--- src/rtl/adc_seq_pkg.sv ---
package adc_seq_pkg;

    typedef enum logic [1:0] {
        ST_IDLE  = 2'd0,
        ST_DELAY = 2'd1,
        ST_CONV  = 2'd2,
        ST_WAIT  = 2'd3
    } seq_state_e;

    localparam int CTRL_W    = 16;
    localparam int BIT_RUN   = 0;
    localparam int BIT_IE    = 1;
    localparam int BIT_FLAG  = 2;
    localparam int BIT_SLOW  = 3;
    localparam int CNT_LSB   = 4;
    localparam int FIRST_LSB = 8;

endpackage

--- src/rtl/adc_seq_phase.sv ---
module adc_seq_phase #(
    parameter int PRE_DIV = 4,
    localparam int PRE_W = (PRE_DIV > 1) ? $clog2(PRE_DIV) : 1
) (
    input  logic clk,
    input  logic rst_n,
    output logic phase_zero
);
    logic [PRE_W-1:0] pre_d, pre_q;

    always_comb begin
        if (pre_q == PRE_W'(PRE_DIV - 1)) pre_d = '0;
        else                              pre_d = pre_q + PRE_W'(1);
    end

    always_ff @(posedge clk or negedge rst_n) begin
        if (!rst_n) pre_q <= '0;
        else        pre_q <= pre_d;
    end

    assign phase_zero = (pre_q == '0);
endmodule

--- src/rtl/adc_seq_datareg.sv ---
module adc_seq_datareg #(
    parameter int NUM_CH = 8,
    parameter int RES_W  = 10,
    localparam int CH_W  = $clog2(NUM_CH)
) (
    input  logic             clk,
    input  logic             rst_n,
    input  logic             we,
    input  logic [CH_W-1:0]  wch,
    input  logic [RES_W-1:0] wdata,
    input  logic [CH_W-1:0]  rch,
    output logic [RES_W-1:0] rdata
);
    logic [RES_W-1:0] reg_q [NUM_CH];

    for (genvar g = 0; g < NUM_CH; g++) begin : g_ch
        logic [RES_W-1:0] reg_d;
        always_comb begin
            reg_d = reg_q[g];
            if (we && (wch == CH_W'(g))) reg_d = wdata;
        end
        always_ff @(posedge clk or negedge rst_n) begin
            if (!rst_n) reg_q[g] <= '0;
            else        reg_q[g] <= reg_d;
        end
    end

    assign rdata = reg_q[rch];
endmodule

--- src/rtl/adc_scan_seq.sv ---
module adc_scan_seq
    import adc_seq_pkg::*;
#(
    parameter int NUM_CH    = 8,
    parameter int RES_W     = 10,
    parameter int FIRST_CYC = 266,
    parameter int LATER_CYC = 256,
    parameter int PRE_DIV   = 4,
    parameter int GRP_W     = 2,
    localparam int CH_W     = $clog2(NUM_CH),
    localparam int ADDR_W   = CH_W + 1
) (
    input  logic              clk,
    input  logic              rst_n,
    input  logic              wr_en,
    input  logic [ADDR_W-1:0] wr_addr,
    input  logic [15:0]       wr_data,
    input  logic [ADDR_W-1:0] rd_addr,
    output logic [15:0]       rd_data,
    output logic              conv_start,
    output logic              conv_sample,
    output logic [CH_W-1:0]   conv_ch,
    input  logic              conv_done,
    input  logic [RES_W-1:0]  conv_result,
    output logic              irq
);
    localparam int CNT_W = $clog2(2 * FIRST_CYC + 1);

    typedef struct packed {
        seq_state_e       st;
        logic             run;
        logic             ie;
        logic             flag;
        logic             slow;
        logic [GRP_W-1:0] cnt_m1;
        logic [CH_W-1:0]  first;
        logic [CH_W-1:0]  ch;
        logic [GRP_W-1:0] idx;
        logic             first_pass;
        logic             kick;
        logic [CNT_W-1:0] tmr;
    } seq_t;

    seq_t s_d, s_q;

    logic             phase_zero;
    logic [CNT_W-1:0] limit;
    logic             ctrl_wr;
    logic             store;
    logic             last;
    logic             end_evt;
    logic             win_end;
    logic [RES_W-1:0] data_rd;
    logic [15:0]      ctrl_rd;

    adc_seq_phase #(.PRE_DIV(PRE_DIV)) i_phase (
        .clk        (clk),
        .rst_n      (rst_n),
        .phase_zero (phase_zero)
    );

    adc_seq_datareg #(.NUM_CH(NUM_CH), .RES_W(RES_W)) i_data (
        .clk   (clk),
        .rst_n (rst_n),
        .we    (store),
        .wch   (s_q.ch),
        .wdata (conv_result),
        .rch   (rd_addr[CH_W-1:0]),
        .rdata (data_rd)
    );

    always_comb begin
        limit   = s_q.first_pass ? CNT_W'(FIRST_CYC) : CNT_W'(LATER_CYC);
        if (s_q.slow) limit = limit << 1;
        win_end = (s_q.tmr >= limit - CNT_W'(1));
        ctrl_wr = wr_en && (wr_addr == '0);
        store   = (s_q.st == ST_WAIT) && conv_done && s_q.run;
        last    = (s_q.idx == s_q.cnt_m1);
        end_evt = store && last;

        s_d      = s_q;
        s_d.kick = 1'b0;

        if (ctrl_wr) begin
            s_d.run    = wr_data[BIT_RUN];
            s_d.ie     = wr_data[BIT_IE];
            s_d.slow   = wr_data[BIT_SLOW];
            s_d.cnt_m1 = wr_data[CNT_LSB +: GRP_W];
            s_d.first  = wr_data[FIRST_LSB +: CH_W];
            if (!wr_data[BIT_FLAG]) s_d.flag = 1'b0;
        end
        if (end_evt) s_d.flag = 1'b1;

        unique case (s_q.st)
            ST_IDLE: begin
                if (s_q.run) begin
                    s_d.st         = ST_DELAY;
                    s_d.ch         = s_q.first;
                    s_d.idx        = '0;
                    s_d.first_pass = 1'b1;
                end
            end
            ST_DELAY: begin
                if (phase_zero) begin
                    s_d.st   = ST_CONV;
                    s_d.tmr  = '0;
                    s_d.kick = 1'b1;
                end
            end
            ST_CONV: begin
                if (win_end) s_d.st = ST_WAIT;
                else         s_d.tmr = s_q.tmr + CNT_W'(1);
            end
            ST_WAIT: begin
                if (store) begin
                    s_d.st         = ST_CONV;
                    s_d.tmr        = '0;
                    s_d.kick       = 1'b1;
                    s_d.first_pass = 1'b0;
                    if (last) begin
                        s_d.ch  = s_q.first;
                        s_d.idx = '0;
                    end else begin
                        s_d.ch  = s_q.ch + CH_W'(1);
                        s_d.idx = s_q.idx + GRP_W'(1);
                    end
                end
            end
            default: s_d.st = ST_IDLE;
        endcase

        if (!s_q.run) begin
            s_d.st   = ST_IDLE;
            s_d.kick = 1'b0;
        end
    end

    always_ff @(posedge clk or negedge rst_n) begin
        if (!rst_n) s_q <= '0;
        else        s_q <= s_d;
    end

    always_comb begin
        ctrl_rd                      = '0;
        ctrl_rd[BIT_RUN]             = s_q.run;
        ctrl_rd[BIT_IE]              = s_q.ie;
        ctrl_rd[BIT_FLAG]            = s_q.flag;
        ctrl_rd[BIT_SLOW]            = s_q.slow;
        ctrl_rd[CNT_LSB +: GRP_W]    = s_q.cnt_m1;
        ctrl_rd[FIRST_LSB +: CH_W]   = s_q.first;
        if (rd_addr == '0)              rd_data = ctrl_rd;
        else if (rd_addr[ADDR_W-1])     rd_data = {{(16 - RES_W){1'b0}}, data_rd};
        else                            rd_data = '0;
    end

    assign conv_start  = s_q.kick && s_q.run;
    assign conv_sample = (s_q.st == ST_CONV) && win_end && s_q.run;
    assign conv_ch     = s_q.ch;
    assign irq         = s_q.flag && s_q.ie;


    sample_wait_chk: assert property (@(posedge clk) disable iff (!rst_n)
        conv_sample |=> (s_q.st == ST_WAIT) || !s_q.run);


    ch_hold_chk: assert property (@(posedge clk) disable iff (!rst_n)
        (s_q.st == ST_CONV && s_q.run) |=> $stable(conv_ch));


    end_flag_chk: assert property (@(posedge clk) disable iff (!rst_n)
        end_evt |=> s_q.flag);


    irq_rise_chk: assert property (@(posedge clk) disable iff (!rst_n)
        ($rose(s_q.flag) && s_q.ie) |-> irq);


    stop_idle_chk: assert property (@(posedge clk) disable iff (!rst_n)
        (s_q.st != ST_IDLE && !s_q.run) |=> (s_q.st == ST_IDLE) && !conv_start);
endmodule

--- config.mk ---
export PLATFORM = sky130hd
export DESIGN_NAME = adc_scan_seq
export DESIGN_NICKNAME = d
export VERILOG_FILES = /design/src/rtl/adc_seq_pkg.sv /design/src/rtl/adc_seq_phase.sv /design/src/rtl/adc_seq_datareg.sv /design/src/rtl/adc_scan_seq.sv
export SDC_FILE = /design/constraint.sdc
export NUM_CORES = 1
export LEC_CHECK = 0
export CAP_MARGIN = 20
export CORE_MARGIN = 2
export CORE_UTILIZATION = 38
export CTS_CLUSTER_DIAMETER = 150
export DETAILED_ROUTE_END_ITERATION = 8
export PLACE_DENSITY = 0.57
export SLEW_MARGIN = 20
export SYNTH_ARGS = -nofsm -noshare
export SYNTH_HDL_FRONTEND = slang
export SYNTH_SLANG_ARGS = --single-unit
--- constraint.sdc ---
create_clock -name clk -period 4 [get_ports clk]
set_input_delay 0.6 -clock clk [delete_from_list [all_inputs] [get_ports clk]]
set_output_delay 0.6 -clock clk [all_outputs]
set_load 0.01 [all_outputs]
==> impl_metrics.yaml, run 1 <==
run_status:
  status: "completed"
place:
  port_buffers: 47
  dp.cells: 632
  hpwl_um: 8070
  place.gp.congestion: 0.729
yosys:
  syn_avg_cell_area_um2: 13.4
  ys_ff_latch: 110
  yosys_warnings: 0
  async_flop_share_pct: 100
  ys_seq_area_share_pct: 49.5
  synth_cells: 415
  synth_area_um2: 5560
  synth.distinct_cells: 45
  synth_edf_count: 0
  synth_ff_type: "dfrtp_1"
setup_path:
  critPathMaxFanout: 4
  cp.required_ns: 3.40
  start_kind: "register"
  arrival_ns: 2.90
  cp-end-kind: "output port"
  rrSetupSlack_ns: 1.17
  path_class: "reg2out"
cts:
  root_buffer: "clkbuf_16"
  cts.sinks: 110
  htree_levels: 3
  cts_tree: "done"
  cts_inserted_buffers: 9
  insertion_delay_ns: 0.35
  post_cts_buffers: 0
  ctsResizeCount: 0
  clk_pin_slew_ns: 0.07
  cts_buffer_depth: 2
  postCtsHoldBufs: 0
sta:
  drv_slew: 0
  fin_skew_ns: 0.00926
  max_freq_mhz: 286
  setup_viol: 0
  worst_pin_slew_ns: 0.730
  rsz0062_at_grt: "false"
  final.setup.tns_ns: 0
  hold_viol_final: 0
  period_share_pct: 87.5
  period_minus_slack_ns: 3.50
  maxSlewHeadroom_pct: 51.2
  hold_slack_ns: 0.278
final_layout:
  final_util_pct: 45.0
  drive_gt1_share_pct: 31.0
  final_common_cell: "dfrtp_1"
  area_growth_pct: 16.7
  diodes: 0
  nNetsFinal: 520
  final_cell_mix: "dfrtp_1, mux2_2, clkdlybuf4s50_1"
  final_cells: 648
floorplan:
  start_util_pct: 38.5
  die_h_um: 125
  dieArea_um2: 15600
  rows: 44
  io_pins: 60
  core_um2: 14400
  die_w_um: 125
detailed_routing:
  wl_per_cell_um: 18.5
  routed_via_density: 5.41
  postRouteAntennaNets: 0
  drc_errors: 0
  drt-total-wl_um: 12000
  initialDrtViolationCount: 311
  vias: 3506
  detail_route.first_pass.iterations: 4
pwr:
  power.leakage_nw: 3.08
  p_total_mw: 2.55
  peakVddDrop_mv: 0.222
  powerDensity_nw_per_um2: 393
grt:
  grtUsageTotal_pct: 16.2
  grt_first_pass_wirelength_um: 20000
  overflow: 0
  grt_pass1_vias: 3688
  grt_max_degree: 53
  grt_antenna_before_repair: 0
run:
  maxCapViolations: 0
min_path:
  hold_path.class: "in2async"
## critical path, stage by stage, from the launching register on
cell             delay (ns)
dfrtp_1                0.42
inv_1                  0.11
ha_1                   0.17
inv_1                  0.05
ha_1                   0.27
ha_1                   0.19
a211oi_2               0.17
o221ai_1               0.15
a211o_1                0.34
and3_1                 0.19
clkdlybuf4s50_1        0.48
## layout make-up
| cell class | instances | area (um2) |
|---|---|---|
| Fill cell | 1327 | 7940 |
| Sequential cell | 110 | 2750 |
| Multi-Input combinational cell | 268 | 2620 |
| Timing Repair Buffer | 55 | 541 |
| Clock buffer | 11 | 243 |
| Tap cell | 184 | 230 |
| Inverter | 15 | 56.3 |
| Clock inverter | 5 | 40.0 |
## synthesized netlist by cell type (2+ instances only)
library cell	n	area, um2
o211ai_1	4	30.0
buf_2	6	30.0
inv_1	15	56.3
clkbuf_1	9	33.8
buf_4	8	60.1
and4_1	2	17.5
dfrtp_1	110	2750
a211oi_1	2	15.0
nand2_1	17	63.8
xnor2_1	2	17.5
nand3_1	14	70.1
o21ai_0	10	50.1
a221oi_1	2	17.5
mux2_2	96	1080
nor2_1	8	30.0
nor3_1	2	10.0
mux4_2	20	450
nand4_1	3	18.8
a21oi_1	7	35.0
mux2i_1	3	30.0
a21o_1	2	15.0
a22o_1	9	78.8
or4_1	5	37.5
and2_1	4	25.0
ha_1	23	288
o311ai_0	3	26.3
nor2b_1	4	25.0
nand2b_1	2	12.5
nor4_1	2	12.5
and3_1	5	31.3
buf_1	2	7.51
## state kept, by name (all words and copies together), names as in the netlist
| register | flops |
|---|---|
| ctrl_rd | 9 |
| conv_ch | 3 |
| i_phase.pre_q | 2 |
| s_q | 16 |
| i_data.reg_q | 80 |
## routing by layer
| layer | up-vias | track usage, % | routed length [um] |
|---|---|---|---|
| met2 | 65 | 26.4 | 5790 |
| li1 | 1616 | - | - |
| met4 | 0 | 3.46 | 124 |
| met3 | 14 | 4.62 | 541 |
| met5 | - | 0 | 0 |
| met1 | 1811 | 21.9 | 5520 |
## path summary, 6_finish.rpt
check | startpoint | endpoint | depth (start not counted)
worst min register to register | i_phase.pre_q[0] | i_phase.pre_q[0] | 1
max in group asynchronous | rst_n | ctrl_rd[4] | 2
worst min-delay path | rst_n | i_data.reg_q[51] | 1
worst max-delay path | ctrl_rd[3] | conv_sample | 10
worst max register to register | ctrl_rd[3] | s_q[8] | 11
min in group clk | i_phase.pre_q[0] | i_phase.pre_q[0] | 1
## power breakdown
part	switching, mW	internal (mW)
Combinational	0.221	0.202
Sequential	0.0889	1.18
Clock	0.411	0.447
## cell families (layout without fill, tap and decap cells)
logic type	count (synthesis)	count (layout)	share of synthesized area [%]
flip-flops	110	110	49.5
XOR/XNOR	2	2	0.315
other	1	5	0.0674
adder cells (fa/ha/maj)	23	23	5.18
AO/OA/AOI/OAI	49	49	6.50
AND/OR/NAND/NOR	70	70	6.77
buffers and inverters	41	86	3.58
multiplexers	119	119	28.1
## stage by stage
step                area, um2  setup WS (ns)
CTS                      6490          0.438
floorplan                5580           1.18
global route             6490          0.318
global placement         6200          0.519
finish                   6490          0.502
detailed placement       6200          0.520
Note: power is estimated with default switching activity, not from simulation.
==> run 2, diff against run 1 <==
--- a/config.mk
+++ b/config.mk
@@ -10,6 +10,7 @@
 export CORE_UTILIZATION = 38
 export CTS_CLUSTER_DIAMETER = 150
 export DETAILED_ROUTE_END_ITERATION = 8
+export GPL_TIMING_DRIVEN = 0
 export PLACE_DENSITY = 0.57
 export SLEW_MARGIN = 20
 export SYNTH_ARGS = -nofsm -noshare
==> run 2 against run 1 <==
  * Die area unchanged
  * Worst hold slack got worse by 0.16 ns
  * Clock-buffer cell count shrank 1
  * First-iteration DRC count fell by 6.8%
  * Worst setup slack lost 0.29 ns
  * Clock skew up 0.00085 ns
  * Global-route usage rose by 0.21 points
==> impl_metrics.yaml, run 2 (same netlist as run 1, synthesis figures left out) <==
sta:
  setup_ws_ns: 0.212
  rsz0062_at_grt: "false"
  max_freq_mhz: 264
  period_minus_slack_ns: 3.79
  fin_skew_ns: 0.0101
  hold_viol_final: 0
  drv_slew: 0
  worst_pin_slew_ns: 0.914
  hold_slack_ns: 0.115
  period_share_pct: 94.7
  maxSlewHeadroom_pct: 38.5
  setup_viol: 0
  final.setup.tns_ns: 0
pwr:
  peakVddDrop_mv: 0.200
  seq_power_share_pct: 46.6
  combPwrFrac_pct: 17.6
  switching_share_pct: 26.8
  powerDensity_nw_per_um2: 407
  pwr-share-clk_pct: 35.8
  p_sw_uw: 721
  power.leakage_nw: 3.14
  p_int_mw: 1.97
cts:
  clk_pin_slew_ns: 0.07
  cts_inserted_buffers: 9
  cts_tree: "done"
  insertion_delay_ns: 0.35
  post_cts_buffers: 0
  root_buffer: "clkbuf_16"
  htree_levels: 3
  cts.sinks: 110
  cts_buffer_depth: 2
place:
  port_buffers: 47
  place.gp.congestion: 0.782
  pre_cts_ws_ns: 0.164
  placed_area_um2: 6300
  hpwl_um: 8480
setup_path:
  cp-end-kind: "output port"
  cp_common_cell: "clkdlybuf4s50_1"
  cp.required_ns: 3.40
  critical_path.top_delay_family: "buffers and inverters"
  start_kind: "primary input"
  worstPathCellList: "clkdlybuf4s50_1 -> clkbuf_1 -> nor4_2 -> a22o_1 -> clkdlybuf4s50_1"
  slowest_delay_ns: 0.89
  critPathMaxFanout: 10
  cp_num_buf_inv: 3
  arrival_ns: 3.19
  path_class: "in2out"
  slowest_stage: "nor4_2"
run:
  maxCapViolations: 0
grt:
  overflow: 0
  grt_antenna_before_repair: 0
  grtUsageTotal_pct: 16.5
  grt_first_pass_wirelength_um: 19800
  grt_pass1_vias: 3633
  grt_max_degree: 83
final_layout:
  final_cell_mix: "dfrtp_1, mux2_2, clkdlybuf4s50_1"
  largest_reg_flops: 80
  final_util_pct: 45.9
  nNetsFinal: 538
  final_area_um2: 6620
  drive_gt1_share_pct: 31.5
  area_growth_pct: 19.0
  diodes: 0
  final_common_cell: "dfrtp_1"
  regMostFlops: "i_data.reg_q"
floorplan:
  die_h_um: 125
  io_pins: 60
  die_w_um: 125
  core_um2: 14400
  dieArea_um2: 15600
  start_util_pct: 38.5
  rows: 44
run_status:
  status: "completed"
detailed_routing:
  detail_route.first_pass.iterations: 4
  drc_errors: 0
  vias: 3576
  initialDrtViolationCount: 290
  postRouteAntennaNets: 0
  drt-total-wl_um: 12400
  wl_per_cell_um: 18.7
  routed_via_density: 5.39
min_path:
  hold_path.class: "in2async"
[run 2: cell type report]
cell class / instances / area (um2)
Buffer: 25 / 138
Inverter: 15 / 56.3
Multi-Input combinational cell: 268 / 2620
Fill cell: 1300 / 7810
Clock inverter: 4 / 77.6
Sequential cell: 110 / 2750
Clock buffer: 10 / 239
Tap cell: 184 / 230
Timing Repair Buffer: 48 / 499
[run 2: worst paths after layout]
path	slack [ns]	start	end	depth (start not counted)
setup / recovery	0.21	rd_addr[1]	rd_data[9]	5
setup reg to reg	1.24	ctrl_rd[3]	s_q[5]	11
hold / removal	0.11	rst_n	i_data.reg_q[71]	1
min in group clk	0.46	i_phase.pre_q[0]	i_phase.pre_q[0]	1
max in group asynchronous	3.19	rst_n	i_data.reg_q[20]	2
hold reg to reg	0.46	i_phase.pre_q[0]	i_phase.pre_q[0]	1
[run 2: power groups by stage]
stage / clock [mW] / combinational, mW / sequential, mW
after global placement: 0 / 0.457 / 1.27
final: 0.965 / 0.475 / 1.25
after detailed placement: 0 / 0.474 / 1.27
after CTS: 0.991 / 0.482 / 1.25
after global routing: 1.03 / 0.535 / 1.27
after floorplan: 0 / 0.296 / 1.25
[run 2: repair_timing]
| item | 4_1_cts | 5_1_grt |
|---|---|---|
| endpoints found under the setup margin | 0 | 1 |
| resized for setup | 0 | 1 |
| hold buffers | 0 | 0 |
[run 2: layer usage]
| metal | vias to the layer above | GRT usage [%] | routed length [um] |
|---|---|---|---|
| met3 | 11 | 3.21 | 493 |
| met2 | 68 | 27.2 | 6160 |
| met4 | 0 | 3.73 | 116 |
| li1 | 1662 | - | - |
| met5 | - | 0 | 0 |
| met1 | 1835 | 22.7 | 5660 |
[run 2: worst reg2reg max path: stages (launching register included)]
cell      delay [ns]
dfrtp_1         0.44
inv_2           0.10
ha_1            0.16
inv_1           0.05
ha_1            0.26
ha_1            0.19
a211oi_2        0.19
o221ai_1        0.18
a211o_1         0.37
buf_6           0.18
or4_1           0.49
nand3_1         0.10
[run 2: per-stage QoR]
step                std cells  power [mW]
floorplan                 419        1.55
global placement          650        1.73
detailed placement        651        1.75
CTS                       665        2.73
global route              664        2.84
finish                    664        2.69
